### src/rtl/irq_accept_pkg.sv
package irq_accept_pkg;
  typedef enum logic [2:0] {
    CLS_NONE = 3'd0,
    CLS_EXC  = 3'd1,
    CLS_SWI  = 3'd2,
    CLS_NMI  = 3'd3,
    CLS_EXT  = 3'd4
  } evt_cls_e;
endpackage

### src/rtl/irq_nmi_track.sv
module irq_nmi_track (
  input  logic clk,
  input  logic rst_n,
  input  logic nmi_pin,
  input  logic nmi_taken,
  input  logic iret,
  output logic nmi_ready,
  output logic nmi_blocked
);
  logic pin_q;
  logic pend_q;
  logic blk_q;
  logic nmi_edge;

  assign nmi_edge = nmi_pin & ~pin_q;

  always_ff @(posedge clk) begin
    if (!rst_n) begin
      pin_q  <= 1'b0;
      pend_q <= 1'b0;
      blk_q  <= 1'b0;
    end else begin
      pin_q  <= nmi_pin;
      pend_q <= nmi_edge | (pend_q & ~nmi_taken);
      blk_q  <= nmi_taken | (blk_q & ~iret);
    end
  end

  assign nmi_ready   = pend_q & ~blk_q;
  assign nmi_blocked = blk_q;

  // the lock-out only ends on a return strobe
  a_r6_block_held: assert property (@(posedge clk) disable iff (!rst_n)
    (blk_q && !iret) |=> blk_q);
  // a pending event without a take remains pending
  a_r7_pend_kept: assert property (@(posedge clk) disable iff (!rst_n)
    (pend_q && !nmi_taken) |=> pend_q);
endmodule

### src/rtl/irq_arbiter.sv
module irq_arbiter
  import irq_accept_pkg::*;
#(
  parameter int VEC_W   = 8,
  parameter int PL_W    = 2,
  parameter int PF_VEC  = 13,
  parameter int NMI_VEC = 2
) (
  input  logic             hold,
  input  logic             ien,
  input  logic             exc_req,
  input  logic [VEC_W-1:0] exc_vec,
  input  logic             swi_req,
  input  logic [VEC_W-1:0] swi_vec,
  input  logic [PL_W-1:0]  swi_cur_pl,
  input  logic [PL_W-1:0]  swi_gate_pl,
  input  logic             nmi_ready,
  input  logic             ext_req,
  input  logic [VEC_W-1:0] ext_vec,
  output evt_cls_e         grant_cls,
  output logic [VEC_W-1:0] grant_vec,
  output logic             grant_intr_gate
);
  localparam logic [VEC_W-1:0] PF_V  = VEC_W'(PF_VEC);
  localparam logic [VEC_W-1:0] NMI_V = VEC_W'(NMI_VEC);

  // Lower number = more privileged; a caller may use a gate at its own level or a weaker one.
  function automatic logic priv_ok(input logic [PL_W-1:0] cur, input logic [PL_W-1:0] gate);
    return cur <= gate;
  endfunction

  function automatic evt_cls_e pick(input logic h, input logic e, input logic s,
                                    input logic n, input logic x, input logic en);
    if (h)            return CLS_NONE;
    else if (e)       return CLS_EXC;
    else if (s)       return CLS_SWI;
    else if (n)       return CLS_NMI;
    else if (x && en) return CLS_EXT;
    else              return CLS_NONE;
  endfunction

  always_comb begin
    grant_cls       = pick(hold, exc_req, swi_req, nmi_ready, ext_req, ien);
    grant_vec       = '0;
    grant_intr_gate = 1'b0;
    unique case (grant_cls)
      CLS_EXC: grant_vec = exc_vec;
      CLS_SWI: grant_vec = priv_ok(swi_cur_pl, swi_gate_pl) ? swi_vec : PF_V;
      CLS_NMI: begin grant_vec = NMI_V;   grant_intr_gate = 1'b1; end
      CLS_EXT: begin grant_vec = ext_vec; grant_intr_gate = 1'b1; end
      default: ;
    endcase
  end
endmodule

### src/rtl/irq_accept_ctrl.sv
module irq_accept_ctrl
  import irq_accept_pkg::*;
#(
  parameter int VEC_W   = 8,
  parameter int PL_W    = 2,
  parameter int PF_VEC  = 13,
  parameter int NMI_VEC = 2
) (
  input  logic             clk,
  input  logic             rst_n,
  input  logic             exc_req,
  input  logic [VEC_W-1:0] exc_vec,
  input  logic             swi_req,
  input  logic [VEC_W-1:0] swi_vec,
  input  logic [PL_W-1:0]  swi_cur_pl,
  input  logic [PL_W-1:0]  swi_gate_pl,
  input  logic             nmi_pin,
  input  logic             ext_req,
  input  logic [VEC_W-1:0] ext_vec,
  input  logic             ien,
  input  logic             iret,
  output logic             take,
  output logic [VEC_W-1:0] take_vec,
  output logic             take_intr_gate
);
  evt_cls_e         grant_cls;
  logic [VEC_W-1:0] grant_vec;
  logic             grant_intr_gate;
  logic             nmi_ready;
  logic             nmi_blocked;
  logic             nmi_grant;
  evt_cls_e         cls_q;
  logic             take_q;

  assign nmi_grant = (grant_cls == CLS_NMI);

  irq_nmi_track u_nmi (
    .clk        (clk),
    .rst_n      (rst_n),
    .nmi_pin    (nmi_pin),
    .nmi_taken  (nmi_grant),
    .iret       (iret),
    .nmi_ready  (nmi_ready),
    .nmi_blocked(nmi_blocked)
  );

  irq_arbiter #(.VEC_W(VEC_W), .PL_W(PL_W), .PF_VEC(PF_VEC), .NMI_VEC(NMI_VEC)) u_arb (
    .hold           (take_q),
    .ien            (ien),
    .exc_req        (exc_req),
    .exc_vec        (exc_vec),
    .swi_req        (swi_req),
    .swi_vec        (swi_vec),
    .swi_cur_pl     (swi_cur_pl),
    .swi_gate_pl    (swi_gate_pl),
    .nmi_ready      (nmi_ready),
    .ext_req        (ext_req),
    .ext_vec        (ext_vec),
    .grant_cls      (grant_cls),
    .grant_vec      (grant_vec),
    .grant_intr_gate(grant_intr_gate)
  );

  always_ff @(posedge clk) begin
    if (!rst_n) begin
      take_q         <= 1'b0;
      take_vec       <= '0;
      take_intr_gate <= 1'b0;
      cls_q          <= CLS_NONE;
    end else begin
      take_q         <= (grant_cls != CLS_NONE);
      take_vec       <= grant_vec;
      take_intr_gate <= grant_intr_gate;
      cls_q          <= grant_cls;
    end
  end

  assign take = take_q;

  // acceptance is a single-cycle pulse
  a_r1_single_pulse: assert property (@(posedge clk) disable iff (!rst_n)
    take |=> !take);
  // an external request is never accepted with the flag clear
  a_r8_ext_masked: assert property (@(posedge clk) disable iff (!rst_n)
    (take && cls_q == CLS_EXT) |-> $past(ien));
  // non-maskable events use the fixed vector and an interrupt gate
  a_r5_nmi_vector: assert property (@(posedge clk) disable iff (!rst_n)
    (take && cls_q == CLS_NMI) |-> (take_vec == VEC_W'(NMI_VEC) && take_intr_gate));
  // no non-maskable grant while locked out
  a_r6_no_grant_blocked: assert property (@(posedge clk) disable iff (!rst_n)
    nmi_blocked |-> !nmi_grant);
  // an under-privileged software interrupt becomes the protection fault
  a_r4_priv_fault: assert property (@(posedge clk) disable iff (!rst_n)
    (take && cls_q == CLS_SWI && $past(swi_cur_pl > swi_gate_pl)) |-> take_vec == VEC_W'(PF_VEC));
  // a pending exception always wins
  a_r9_exc_first: assert property (@(posedge clk) disable iff (!rst_n)
    (take && $past(exc_req)) |-> cls_q == CLS_EXC);
endmodule

### config.mk
export PLATFORM = sky130hd
export DESIGN_NAME = irq_accept_ctrl
export DESIGN_NICKNAME = d
export VERILOG_FILES = /design/src/rtl/irq_accept_pkg.sv /design/src/rtl/irq_nmi_track.sv /design/src/rtl/irq_arbiter.sv /design/src/rtl/irq_accept_ctrl.sv
export SDC_FILE = /design/constraint.sdc
export NUM_CORES = 1
export LEC_CHECK = 0
export BUFFER_PORTS_ARGS = -buffer_cell sky130_fd_sc_hd__buf_4
export CAP_MARGIN = 20
export CORE_MARGIN = 4
export CORE_UTILIZATION = 42
export CTS_CLUSTER_SIZE = 25
export DETAILED_ROUTE_END_ITERATION = 16
export PLACE_DENSITY = 0.91
export SYNTH_ARGS = -nofsm -noshare
export SYNTH_HDL_FRONTEND = slang
export SYNTH_HIERARCHICAL = 1
export SYNTH_SLANG_ARGS = --single-unit
### constraint.sdc
create_clock -name clk -period 2.4 [get_ports clk]
set_input_delay 0.12 -clock clk [delete_from_list [all_inputs] [get_ports clk]]
set_output_delay 0.12 -clock clk [all_outputs]
set_load 0.05 [all_outputs]
# Word level (Yosys, flattened, before mapping)
# Index checks and enable logic that the tools add are counted.
# totals
reg_bits	13
latchBits	0
ramBits	0
rom_bits	0
inputBits	36
output_inout_bits	10
memories	0
# classes
add_sub_neg	0
mul	0
n_div	0
magnitude_cmp	1
n_eq_ne	4
shift	0
mux	8
n_bitwise	10
reduce_logical	3
# ops
cell	count
$pmux 8 s4	1
$mux 3	5
$mux 8	1
$eq 3x2->1 const B	2
$and 1x1->1	4
$not 1->1	4
$eq 3x1->1 const B	1
$eq 3x3->1 const B	1
$reduce_bool 3->1	1
$le 2x2->1	1
$or 1x1->1	2
$reduce_or 2->1	1
$logic_and 1x1->1	1
$mux 1	1

# Logic depth before layout (Yosys ltp)
# Gate-level depths: netlist of run 1.
# depth
word_depth	10
depth_mapped	7

# Hierarchy
# Netlist of run 1, hierarchy kept.
# modules_own_cells
module	n_inst	cells_per_inst	area_per_inst_um2	seq_area_each_um2
irq_arbiter	1	38	279.0	0.0
irq_accept_ctrl	1	21	275.3	200.2
irq_nmi_track	1	10	111.4	60.1

# Worst setup path before layout of run 1
# OpenSTA, ideal clock, no wires.
# synth_timing
path_kind	flip-flop to flip-flop
from	register take_q, in the netlist take
to	register take_vec[4]
arrival_time_ps	1617
required_ps	2284
path_slack_ps	667
stages_incl_launch_ff	7
synth_period_minus_slack_ps	1733
path_cell_list	dfxtp_1 > nor2_2 > and4_4 > buf_6 > a22o_1 > a21o_1 > and2_2
# synth_between
elab_chain_cells	3
elab_cells_between_ends	6
# synth_rtl
element	line_no	text
from (decl)	irq_accept_ctrl.sv:33	logic take_q;
from (signal assigned)	irq_accept_ctrl.sv:71	take_q <= (grant_cls != CLS_NONE);
$mux 3 *	irq_arbiter.sv:34	if (h) return CLS_NONE;
net grant_cls[2]	irq_accept_ctrl.sv:26	evt_cls_e grant_cls;
$eq 3x3->1, or another cell as far along	irq_arbiter.sv:46	unique case (grant_cls)
$pmux 8 s4 *	irq_arbiter.sv:46	
net grant_vec[4]	irq_accept_ctrl.sv:27	logic [VEC_W-1:0] grant_vec;
to (signal assigned)	irq_accept_ctrl.sv:72	take_vec <= grant_vec;
to (decl)	irq_accept_ctrl.sv:23	output logic [VEC_W-1:0] take_vec,
# Mark *: on every way through the listed nets, which the timed path passes. The rest lies on a longest branch.
# A chain may end at the register's enable or synchronous reset.

# Worst setup path after layout of run 1
# layout_timing
from	register u_nmi.blk_q, in the netlist u_nmi/nmi_blocked
to	register u_nmi.pend_q
# layout_between
elab_chain_cells	10
# layout_rtl
element	line_no	text
from (decl)	irq_nmi_track.sv:12	logic blk_q;
from (signal assigned)	irq_nmi_track.sv:25	blk_q <= nmi_taken | (blk_q & ~iret);
$not 1->1	irq_nmi_track.sv:29	assign nmi_ready = pend_q & ~blk_q;
$and 1x1->1	irq_nmi_track.sv:29	
net nmi_ready	irq_accept_ctrl.sv:29	logic nmi_ready;
$mux 3	irq_arbiter.sv:37	else if (n) return CLS_NMI;
$mux 3	irq_arbiter.sv:36	else if (s) return CLS_SWI;
$mux 3	irq_arbiter.sv:35	else if (e) return CLS_EXC;
$mux 3	irq_arbiter.sv:34	
net grant_cls[2]	irq_accept_ctrl.sv:26	
$eq 3x2->1	irq_accept_ctrl.sv:35	assign nmi_grant = (grant_cls == CLS_NMI);
net nmi_grant	irq_accept_ctrl.sv:31	logic nmi_grant;
$not 1->1	irq_nmi_track.sv:24	pend_q <= nmi_edge | (pend_q & ~nmi_taken);
$and 1x1->1	irq_nmi_track.sv:24	
$or 1x1->1	irq_nmi_track.sv:24	
to (signal assigned)	irq_nmi_track.sv:24	
to (decl)	irq_nmi_track.sv:11	logic pend_q;
# The timed path passes the listed nets, and every way through them passes these cells.

==> results of run 1 <==
## path summary, 6_finish.rpt
path	start	end	slack, ns	depth (start not counted)
setup reg to reg	u_nmi/nmi_blocked	u_nmi/pend_q	0.90	6
setup / recovery	u_nmi/nmi_blocked	u_nmi/pend_q	0.90	6
hold reg to reg	u_nmi/pend_q	u_nmi/pend_q	0.49	2
hold / removal	nmi_pin	u_nmi/pin_q	0.06	2
## critical path: stages, from the launching register on
cell      delay, ns
dfxtp_1        0.32
and2b_1        0.18
nor2_1         0.13
and4_4         0.33
and3b_1        0.21
nand2b_1       0.15
a21boi_2       0.13
## through the flow
stage	cell area [sq um]	hold WS, ns	utilization (%)
after floorplan	666	0.238	-
after global placement	1010	0.339	66.9
after detailed placement	1010	0.341	66.9
after CTS	1030	0.0572	68.7
after global routing	1030	0.0392	68.7
final	1030	0.0578	68.7
## registers in the layout (all words and copies together), names as in the netlist
| signal | cells |
|---|---|
| take | 1 |
| u_nmi/pin_q | 1 |
| take_intr_gate | 1 |
| u_nmi/nmi_blocked | 1 |
| u_nmi/pend_q | 1 |
| take_vec | 8 |
## cell usage after synthesis
cell and number:
nor2b_4 1, nand2_1 3, nand2b_1 2, clkbuf_1 1, a21o_2 1, buf_6 1, o21a_1 1, and2_2 2
o21ai_0 3, dfxtp_1 13, ha_1 2, nor2b_1 4, inv_1 2, a21boi_2 1, a21o_1 4, and4_4 1
nor3_1 1, a22oi_1 3, a2bb2oi_2 1, a22o_2 1, a22o_1 4, and2_1 9, nor2_2 1, and3b_1 1
a221o_1 1, o31a_1 1, and2b_1 1, nor2_1 3
## power groups by stage
stage / Clock [W] / Combinational (W) / Sequential [W]
4_1_cts: 0.000136 / 0.000172 / 0.000236
2_1_floorplan: 0 / 0.0000588 / 0.000280
3_5_place_dp: 0 / 0.000171 / 0.000241
5_1_grt: 0.000154 / 0.000184 / 0.000238
6_report: 0.000131 / 0.000171 / 0.000236
3_3_place_gp: 0 / 0.000168 / 0.000241
## cell type report
class	count	area, sq um
Multi-Input combinational cell	52	383
Inverter	2	7.51
Clock buffer	4	26.3
Sequential cell	13	260
Tap cell	16	20.0
Timing Repair Buffer	45	338
Fill cell	124	472
## layer usage
metal / GRT usage (%) / wire, um / part of all wire (%)
met1: 15.1 / 616 / 36
met2: 28.2 / 836 / 48
met3: 6.77 / 270 / 16
met4: 4.84 / 0 / 0
met5: 0 / 0 / 0
## cells by family after synthesis
logic type      share of synthesized area (%)
simple gates                             27.6
compound gates                           26.1
flops                                    39.1
buf+inv                                  3.38
fa+ha+maj                                3.76
==> key figures, run 1 <==
Timing
  – Final min period: 1.50 ns
  – Setup violators final: 0
  – Setup TNS Final: 0 ns
  – Setup WS post-layout: 0.896 ns
  – Period utilization: 62.7%
  – Clk_skew: about 0.0077 ns
  – Slew Limit Fails: 0
  – Fin. Hold Viols: 0
  – RSZ-0062 raised after global routing: no
  – Headroom to the max-slew limit: 61.1%
  – Least-Margin Pin Slew: 0.582 ns
  – Fmax: 665 MHz

Route
  – Post-Route WL: ~1700 um
  – Post-route DRC violation count: 0
  – WL/cell: between 10 and 15 um
  – Number of DRC markers in iteration 0: 10
  – Detailed-router iteration count before antenna repair: 4
  – Vias per cell: ~5.1
  – Final ANT Viol Nets: 0
  – Via count: 670

Clock tree
  – CTS tree: done
  – H-tree levels: 1
  – Post-CTS setup buffers: 0
  – Clock sinks: 13
  – Resize count post-CTS: 0
  – Latest clock arrival within the worst-skew pair: around 0.27 ns
  – CTS buffer count: 3
  – Root buffer cell: clkbuf_4
  – Post-CTS Hold Buffers: 0
  – Clk slew on worst S/H paths: 0.08 ns
  – Clock buffer depth: 2

Global route
  – Initial antenna violation count: 0
  – Largest net degree at the start of global routing: 14
  – First-pass GRT wire length: around 2400 um
  – Number of global-route vias before repair: 636
  – Gr ovfl total: 0
  – Total GRT Usage: 15.3%

Synthesis
  – Post-synthesis sequential area ratio: 39.1%
  – Syn nets: 107
  – Syn Area/Cell: 9.65 sq um
  – Synth Register Bits: 13
  – Synth Cell Area: about 670 sq um
  – Synth top area share: 39.1%
  – Synth Instances: 69
  – Synth top area cells: dfxtp_1 39%, and2_1 8.5%, a22o_1 5.3%, a21o_1 4.5%, ha_1 3.8%
  – Area leader, netlist: dfxtp_1
  – Yosys warns: 6
  – Synth unique cells: 28

Final layout
  – Layout cell share with drive strength beyond 1: 49.1%
  – Area Growth Syn to Fin: 55.5%
  – Fin nets: 155
  – Commonest non-fill, non-tap cell in the layout: buf_4
  – Non-filler cells in the finished layout: ~130
  – Commonest non-fill, non-tap cells in the layout: 45 x buf_4, 13 x dfxtp_1, 9 x and2_1
  – Diodes inserted: 0

Die
  – I/O pin cnt: 46
  – Die area: 2290 sq um
  – Die height: 47.8 um
  – Die W: 47.8 um
  – Total core area: approximately 1500 sq um
  – Initial core utilization: 44.2%
  – Row cnt: 14

Power
  – Power Total: 0.000538 W
  – P_leak: 0.551 nW
  – Sw frac: 29.4%
  – PwrDens: slightly above 500 nW/um^2
  – Worst VDD drop: ~0.00037 V
  – Internal power: around 0.00038 W
  – Clock power frac: 24.3%
  – Combinational share of power: 31.8%
  – Psw: 0.000158 W
  – Register share of total power: 43.9%

Place
  – IO buf count: between 40 and 50
  – Placer Congestion: approximately 0.70
  – Placed insts: 128
  – HPWL Detailed: 1410 um
  – Worst slack, placed: 0.824 ns

Outcome
  – Run status: complete, no violations

Flow run
  – Max Cap Viol: 0

Setup path
  – Crit Path Category: register to register
  – Worst path arrival time: 1.72 ns
  – CP endpoint kind: register
  – Crit path required time: 2.61 ns
  – Startpoint Class: register
  – Worst-path fanout max: 11

Hold path
  – Worst hold path class: input port to register
(Power assumes the default switching activity.)
==> run 2, diff against run 1 <==
--- a/config.mk
+++ b/config.mk
@@ -8,10 +8,10 @@
 export BUFFER_PORTS_ARGS = -buffer_cell sky130_fd_sc_hd__buf_4
 export CAP_MARGIN = 20
 export CORE_MARGIN = 4
-export CORE_UTILIZATION = 42
+export CORE_UTILIZATION = 39
 export CTS_CLUSTER_SIZE = 25
 export DETAILED_ROUTE_END_ITERATION = 16
-export PLACE_DENSITY = 0.91
+export PLACE_DENSITY = 0.86
 export SYNTH_ARGS = -nofsm -noshare
 export SYNTH_HDL_FRONTEND = slang
 export SYNTH_HIERARCHICAL = 1
==> constraint.sdc (replaced) <==
create_clock -name clk -period 1.55 [get_ports clk]
set_input_delay 0.0775 -clock clk [delete_from_list [all_inputs] [get_ports clk]]
set_output_delay 0.0775 -clock clk [all_outputs]
set_load 0.05 [all_outputs]
==> run 2 against run 1 <==
  * Cell area up 2.8%
  * Count of clock-buffer cells in the layout unchanged
  * Fmax up 2.0%
  * Register-to-register slack worse by 0.82 ns
  * Clock power up 52%
  * Critical endpoint is now take_vec[4]
  * Highest routed layer is now met4
==> key figures, run 2 (synthesized netlist as in run 1, its figures left out) <==
Outcome
  – Run status: complete, no violations

Power
  – P_leak: 0.564 nW (+2.5%)
  – PwrDens: 785 nW/um^2 (+51%)
  – Worst VDD drop: 0.000607 V (+66%)

Timing
  – Fin. Hold Viols: 0 (unchanged)
  – Period utilization: 95.1% (+32 points)
  – Least-Margin Pin Slew: 0.626 ns (+0.0440 ns)
  – Setup violators final: 0 (unchanged)
  – Setup WS post-layout: 0.0757 ns (-0.820 ns)
  – Slew Limit Fails: 0 (unchanged)
  – RSZ-0062 raised after global routing: yes
  – Headroom to the max-slew limit: 58.2% (-2.9 points)
  – Final min period: 1.47 ns (-0.0301 ns)
  – Fmax: 678 MHz (+2.0%)
  – Setup TNS Final: 0 ns (unchanged)
  – Clk_skew: 0.00396 ns (-0.00370 ns)

Setup path
  – Worst-path cell chain: and2b_1 > nor2_1 > and4_4 > buf_12 > a22o_1 > a21o_1 > and2_2
  – Worst reg-to-reg path cell count: 7 (+1)
  – Crit-path max cell delay: 0.31 ns (-0.02 ns)
  – Crit path required time: 1.72 ns (-0.89 ns)
  – CP endpoint kind: register
  – Crit Path Category: register to register
  – CP max-delay cell: dfxtp_1
  – Crit path capture: take_vec[4]
  – Worst reg2reg path startpoint: u_nmi/nmi_blocked
  – Worst path arrival time: 1.65 ns (-0.07 ns)
  – R2R setup slack: 0.08 ns (-0.82 ns)
  – Critical path startpoint: u_nmi/nmi_blocked
  – FF-to-FF End: take_vec[4]
  – Startpoint Class: register
  – Worst-path fanout max: 7 (-4)

Die
  – Die area: 2430 sq um (+6.4%)
  – Die W: 49.3 um (+3.1%)
  – Row cnt: 14 (unchanged)
  – Initial core utilization: 42.7% (-1.5 points)
  – I/O pin cnt: 46 (unchanged)
  – Total core area: 1560 sq um (+3.5%)
  – Die height: 49.3 um (+3.1%)

Clock tree
  – H-tree levels: 1 (unchanged)
  – Clock sinks: 13 (unchanged)
  – Root buffer cell: clkbuf_4
  – CTS tree: done
  – Clk slew on worst S/H paths: 0.07 ns (about the same)
  – Resize count post-CTS: 0 (unchanged)
  – CTS buffer count: 3 (unchanged)
  – Post-CTS Hold Buffers: 0 (unchanged)
  – Clock buffer depth: 2 (unchanged)
  – Latest clock arrival within the worst-skew pair: 0.27 ns (about the same)

Global route
  – Largest net degree at the start of global routing: 14 (unchanged)
  – Gr ovfl total: 0 (unchanged)
  – Initial antenna violation count: 0 (unchanged)
  – First-pass GRT wire length: 2900 um (+19%)
  – Total GRT Usage: 15.5% (+0.17 points)
  – Number of global-route vias before repair: 683 (+7.4%)

Final layout
  – Max FFs per register: 8 (unchanged)
  – Layout cell share with drive strength beyond 1: 50.8% (+1.7 points)
  – Fin nets: 157 (+1.3%)
  – Area Growth Syn to Fin: 59.8%
  – Commonest non-fill, non-tap cells in the layout: 46 x buf_4, 12 x dfxtp_1, 9 x and2_1
  – Biggest register: take_vec
  – Final instance area: 1060 sq um (+2.8%)
  – Fill count: 138 (+11%)
  – Fin util: 68.2% (-0.47 points)
  – Diodes inserted: 0 (unchanged)
  – Commonest non-fill, non-tap cell in the layout: buf_4

Route
  – Via count: 675 (+0.75%)
  – WL/cell: 13.5 um (+3.2%)
  – Vias per cell: 5.04 (-0.76%)
  – Detailed-router iteration count before antenna repair: 3 (-1)
  – Number of DRC markers in iteration 0: 8 (-2)
  – Final ANT Viol Nets: 0 (unchanged)
  – Post-Route WL: 1810 um (+4.8%)
  – Post-route DRC violation count: 0 (unchanged)

Flow run
  – Max Cap Viol: 0 (unchanged)

Place
  – Placer Congestion: 0.731 (+4.5%)
  – Placed instance area: 1010 sq um (+0.12%)
  – Worst slack, placed: -0.00749 ns (-0.831 ns)
  – IO buf count: 45 (unchanged)
  – HPWL Detailed: 1420 um (+0.53%)

Hold path
  – Worst hold path class: input port to register
-- run 2: cell count changes in the layout (fill, tap and decap cells not counted), sizes merged --
cell	delta
buf	+2
-- run 2: report_power, final --
group	internal [W]	switching, W	total, W
clock network	0.0000998	0.0000997	0.000199
registers	0.000357	0.00000960	0.000366
logic	0.000135	0.000134	0.000269
total	0.000592	0.000243	0.000835
-- run 2: critical path, delay by kind of cell, from the launching register on --
family | cells | cell delay [ns]
AND/OR/NAND/NOR | 4 | 0.58
buffers and inverters | 1 | 0.13
flip-flops | 1 | 0.31
AO/OA/AOI/OAI | 2 | 0.36
-- run 2: final cells by class --
cell class	instances	area, sq um	area share (%)
multi-input combinational	52	383	36.0
timing repair buffer	47	365	34.4
sequential	13	262	24.6
clock buffer	4	26.3	2.47
tap	16	20.0	1.88
inverter	2	7.51	0.706
-- run 2: routing by layer --
metal | part of all wire [%] | track usage, %
met1 | 36 | 13.6
met4 | 0.89 | 5.69
met5 | 0 | 0
met3 | 9.5 | 8.56
met2 | 53 | 28.8
-- run 2: how the worst min path moves through the flow --
stage                        from                end  cells past startpoint
after global routing      nmi_pin        u_nmi/pin_q                      2
after floorplan             rst_n  u_nmi/nmi_blocked                      1
after global placement    nmi_pin        u_nmi/pin_q                      2
after CTS                 nmi_pin        u_nmi/pin_q                      2
final                     nmi_pin        u_nmi/pin_q                      2
after detailed placement  nmi_pin        u_nmi/pin_q                      2
-- run 2: what timing repair did --
item / 4_1_cts / 5_1_grt
buffers inserted: 0 / 2
setup endpoints to repair: 0 / 1
hold endpoints to repair: 0 / 0
-- run 2: through the flow --
step	total power, W	hold WS [ns]	std cells
after floorplan	0.000526	0.195	69
after global placement	0.000634	0.296	128
after detailed placement	0.000641	0.303	128
after CTS	0.000842	0.0157	132
after global routing	0.000892	0.0102	134
final	0.000835	0.0223	134
==> run 3, diff against run 2 <==
--- a/config.mk
+++ b/config.mk
@@ -5,13 +5,13 @@
 export SDC_FILE = /design/constraint.sdc
 export NUM_CORES = 1
 export LEC_CHECK = 0
-export BUFFER_PORTS_ARGS = -buffer_cell sky130_fd_sc_hd__buf_4
 export CAP_MARGIN = 20
-export CORE_MARGIN = 4
-export CORE_UTILIZATION = 39
+export CORE_AREA = 4 4 41 43
 export CTS_CLUSTER_SIZE = 25
 export DETAILED_ROUTE_END_ITERATION = 16
-export PLACE_DENSITY = 0.86
+export DIE_AREA = 0 0 45 47
+export DONT_BUFFER_PORTS = 1
+export PLACE_DENSITY = 0.75
 export SYNTH_ARGS = -nofsm -noshare
 export SYNTH_HDL_FRONTEND = slang
 export SYNTH_HIERARCHICAL = 1
==> run 3 against run 2 <==
  * Worst setup slack gained 0.013 ns
  * Register-to-register slack is essentially flat
  * Die area shrank 13%
  * Clock skew shrank 0.0036 ns
  * Via count shrank 24%
  * First-iteration DRC count shrank 25%
  * Sequential power grew 14%
  * Cell area shrank 29%
  * Utilization shrank 10 points
  * Critical endpoint unchanged
  * Largest cell class unchanged
  * Largest power group unchanged
  * Highest routed layer unchanged
==> key figures, run 3 (synthesized netlist as in run 1, its figures left out) <==
Clock tree
  – CTS tree: done
  – Clk slew on worst S/H paths: 0.07 ns (about the same)
  – CTS buffer count: 3 (unchanged)
  – Root buffer cell: clkbuf_4
  – Clock buffer depth: 2 (unchanged)
  – Clock sinks: 13 (unchanged)
  – H-tree levels: 1 (unchanged)
  – Latest clock arrival within the worst-skew pair: 0.26 ns (about the same)

Timing
  – Final min period: 1.46 ns (-0.0128 ns)
  – Fin. Hold Viols: 0 (unchanged)
  – Least-Margin Pin Slew: 0.479 ns (-0.147 ns)
  – Headroom to the max-slew limit: 68.0% (+9.9 points)
  – Clk_skew: 0.000342 ns (-0.00362 ns)
  – Setup TNS Final: 0 ns (unchanged)
  – Slew Limit Fails: 0 (unchanged)
  – Setup violators final: 0 (unchanged)
  – Worst hold margin: 0.0257 ns (+0.00341 ns)
  – Fmax: 684 MHz (+0.88%)
  – RSZ-0062 raised after global routing: no
  – Period utilization: 94.3% (-0.83 points)

Die
  – Row cnt: 13 (-1)
  – Initial core utilization: 51.2% (+8.5 points)
  – Die area: 2120 sq um (-13%)
  – Total core area: 1300 sq um (-17%)
  – Die W: 45 um (-8.7%)
  – Die height: 47 um (-4.7%)
  – I/O pin cnt: 46 (unchanged)

Final layout
  – Fill count: 125 (-9.4%)
  – Max FFs per register: 8 (unchanged)
  – Commonest non-fill, non-tap cell in the layout: dfxtp_1
  – Commonest non-fill, non-tap cells in the layout: 12 x dfxtp_1, 9 x and2_1, 4 x nor2b_1, 4 x a22o_1, 4 x a21o_1
  – Register area: 262 sq um (unchanged)
  – Biggest register: take_vec
  – Final instance area: 753 sq um (-29%)
  – Layout cell share with drive strength beyond 1: 23.4% (-27 points)
  – Diodes inserted: 0 (unchanged)
  – Footprint of the multi-input gates: 385 sq um (+0.65%)
  – Fin nets: 116 (-26%)
  – Area Growth Syn to Fin: 13.2%

Setup path
  – Worst-path cell chain: and2b_1 > nor2_2 > and4_4 > buf_6 > a22o_1 > a21o_1 > and2_2
  – Worst path arrival time: 1.63 ns (-0.02 ns)
  – Top delay family on crit path: simple AND/OR/NAND/NOR gates
  – CP endpoint kind: register
  – Critical Path Stages: 7 (unchanged)
  – Startpoint Class: register
  – Crit Path Category: register to register
  – CP max-delay cell: dfxtp_1
  – WP buf/inv: 1 (unchanged)
  – Worst-path fanout max: 7 (unchanged)
  – Crit path required time: 1.71 ns (about the same)
  – Crit-path max cell delay: 0.31 ns (about the same)
  – Worst reg-to-reg path cell count: 7 (unchanged)

Global route
  – Gr ovfl total: 0 (unchanged)
  – Total GRT Usage: 14.6% (-0.90 points)
  – Largest net degree at the start of global routing: 14 (unchanged)
  – Number of global-route vias before repair: 539 (-21%)
  – First-pass GRT wire length: 2230 um (-23%)
  – Initial antenna violation count: 0 (unchanged)

Flow run
  – Max Cap Viol: 0 (unchanged)

Power
  – P_leak: 0.359 nW (-36%)
  – PwrDens: 1000 nW/um^2 (+27%)
  – Power Total: 0.000753 W (-9.8%)
  – Worst VDD drop: 0.000531 V (-12%)

Route
  – Detailed-router iteration count before antenna repair: 4 (+1)
  – Via count: 515 (-24%)
  – Post-route DRC violation count: 0 (unchanged)
  – Post-Route WL: 1430 um (-21%)
  – Vias per cell: 5.60 (+11%)
  – Final ANT Viol Nets: 0 (unchanged)
  – WL/cell: 15.5 um (+15%)
  – Number of DRC markers in iteration 0: 6 (-2)

Place
  – Placer Congestion: 0.697 (-4.6%)
  – HPWL Detailed: 1140 um (-19%)
  – IO buf count: 0 (-100%)
  – Placed instance area: 693 sq um (-31%)

Hold path
  – Hold path depth: 2 (unchanged)
  – Worst hold path class: input port to register

Outcome
  – Run status: complete, no violations
==> run 3: cell count changes in the layout (fill, tap and decap cells not counted), sizes merged <==
cell and change:
buf -43, dlygate4sd3 +2
==> run 3: final cells by class <==
cell class,count,area share (%)
Sequential cell,13,34.7
Inverter,2,0.997
Multi-Input combinational cell,52,51.2
Timing Repair Buffer,6,7.14
Clock buffer,4,3.49
Tap cell,15,2.49
==> run 3: metal layers <==
metal / vias up / GRT usage (%) / wire, um
met5: - / 0 / 0
met4: 0 / 7.02 / 13
met3: 2 / 5.75 / 201
met2: 33 / 24.3 / 642
met1: 220 / 16.2 / 571
li1: 260 / - / -
==> run 3: per-stage QoR <==
step | worst slack [ns] | instances | utilization (%)
after global routing | 0.00752 | 92 | 57.9
after global placement | 0.128 | 85 | 53.3
after CTS | 0.0400 | 91 | 56.8
after detailed placement | 0.0589 | 85 | 53.3
after floorplan | 0.0187 | 69 | -
final | 0.0885 | 92 | 57.9
==> run 3: timing repair <==
| action | in CTS | in global routing |
|---|---|---|
| hold buffers | 2 | 0 |
| buffers inserted | 0 | 1 |
| endpoints found under the setup margin | 0 | 2 |
| endpoints found under the hold margin | 13 | 0 |
| gates resized for setup | 0 | 2 |
==> run 3: worst reg2reg max path, cell delays in order (launching register included) <==
cell	delay, ns
dfxtp_1	0.31
and2b_1	0.21
nor2_2	0.04
and4_4	0.16
buf_6	0.13
a22o_1	0.22
a21o_1	0.14
and2_2	0.15
==> run 3: worst paths after layout <==
check / from / endpoint / slack [ns]
setup / recovery: u_nmi/nmi_blocked / take_vec[4] / 0.09
hold / removal: swi_vec[6] / take_vec[6] / 0.03
setup reg to reg: u_nmi/nmi_blocked / take_vec[4] / 0.09
hold reg to reg: u_nmi/pend_q / u_nmi/pend_q / 0.50
==> run 3: power by group <==
part	internal, W	switching, W	leakage (nW)
Combinational	0.0000711	0.0000637	0.237
Sequential	0.000357	0.0000625	0.107
Clock	0.0000994	0.000100	0.0150
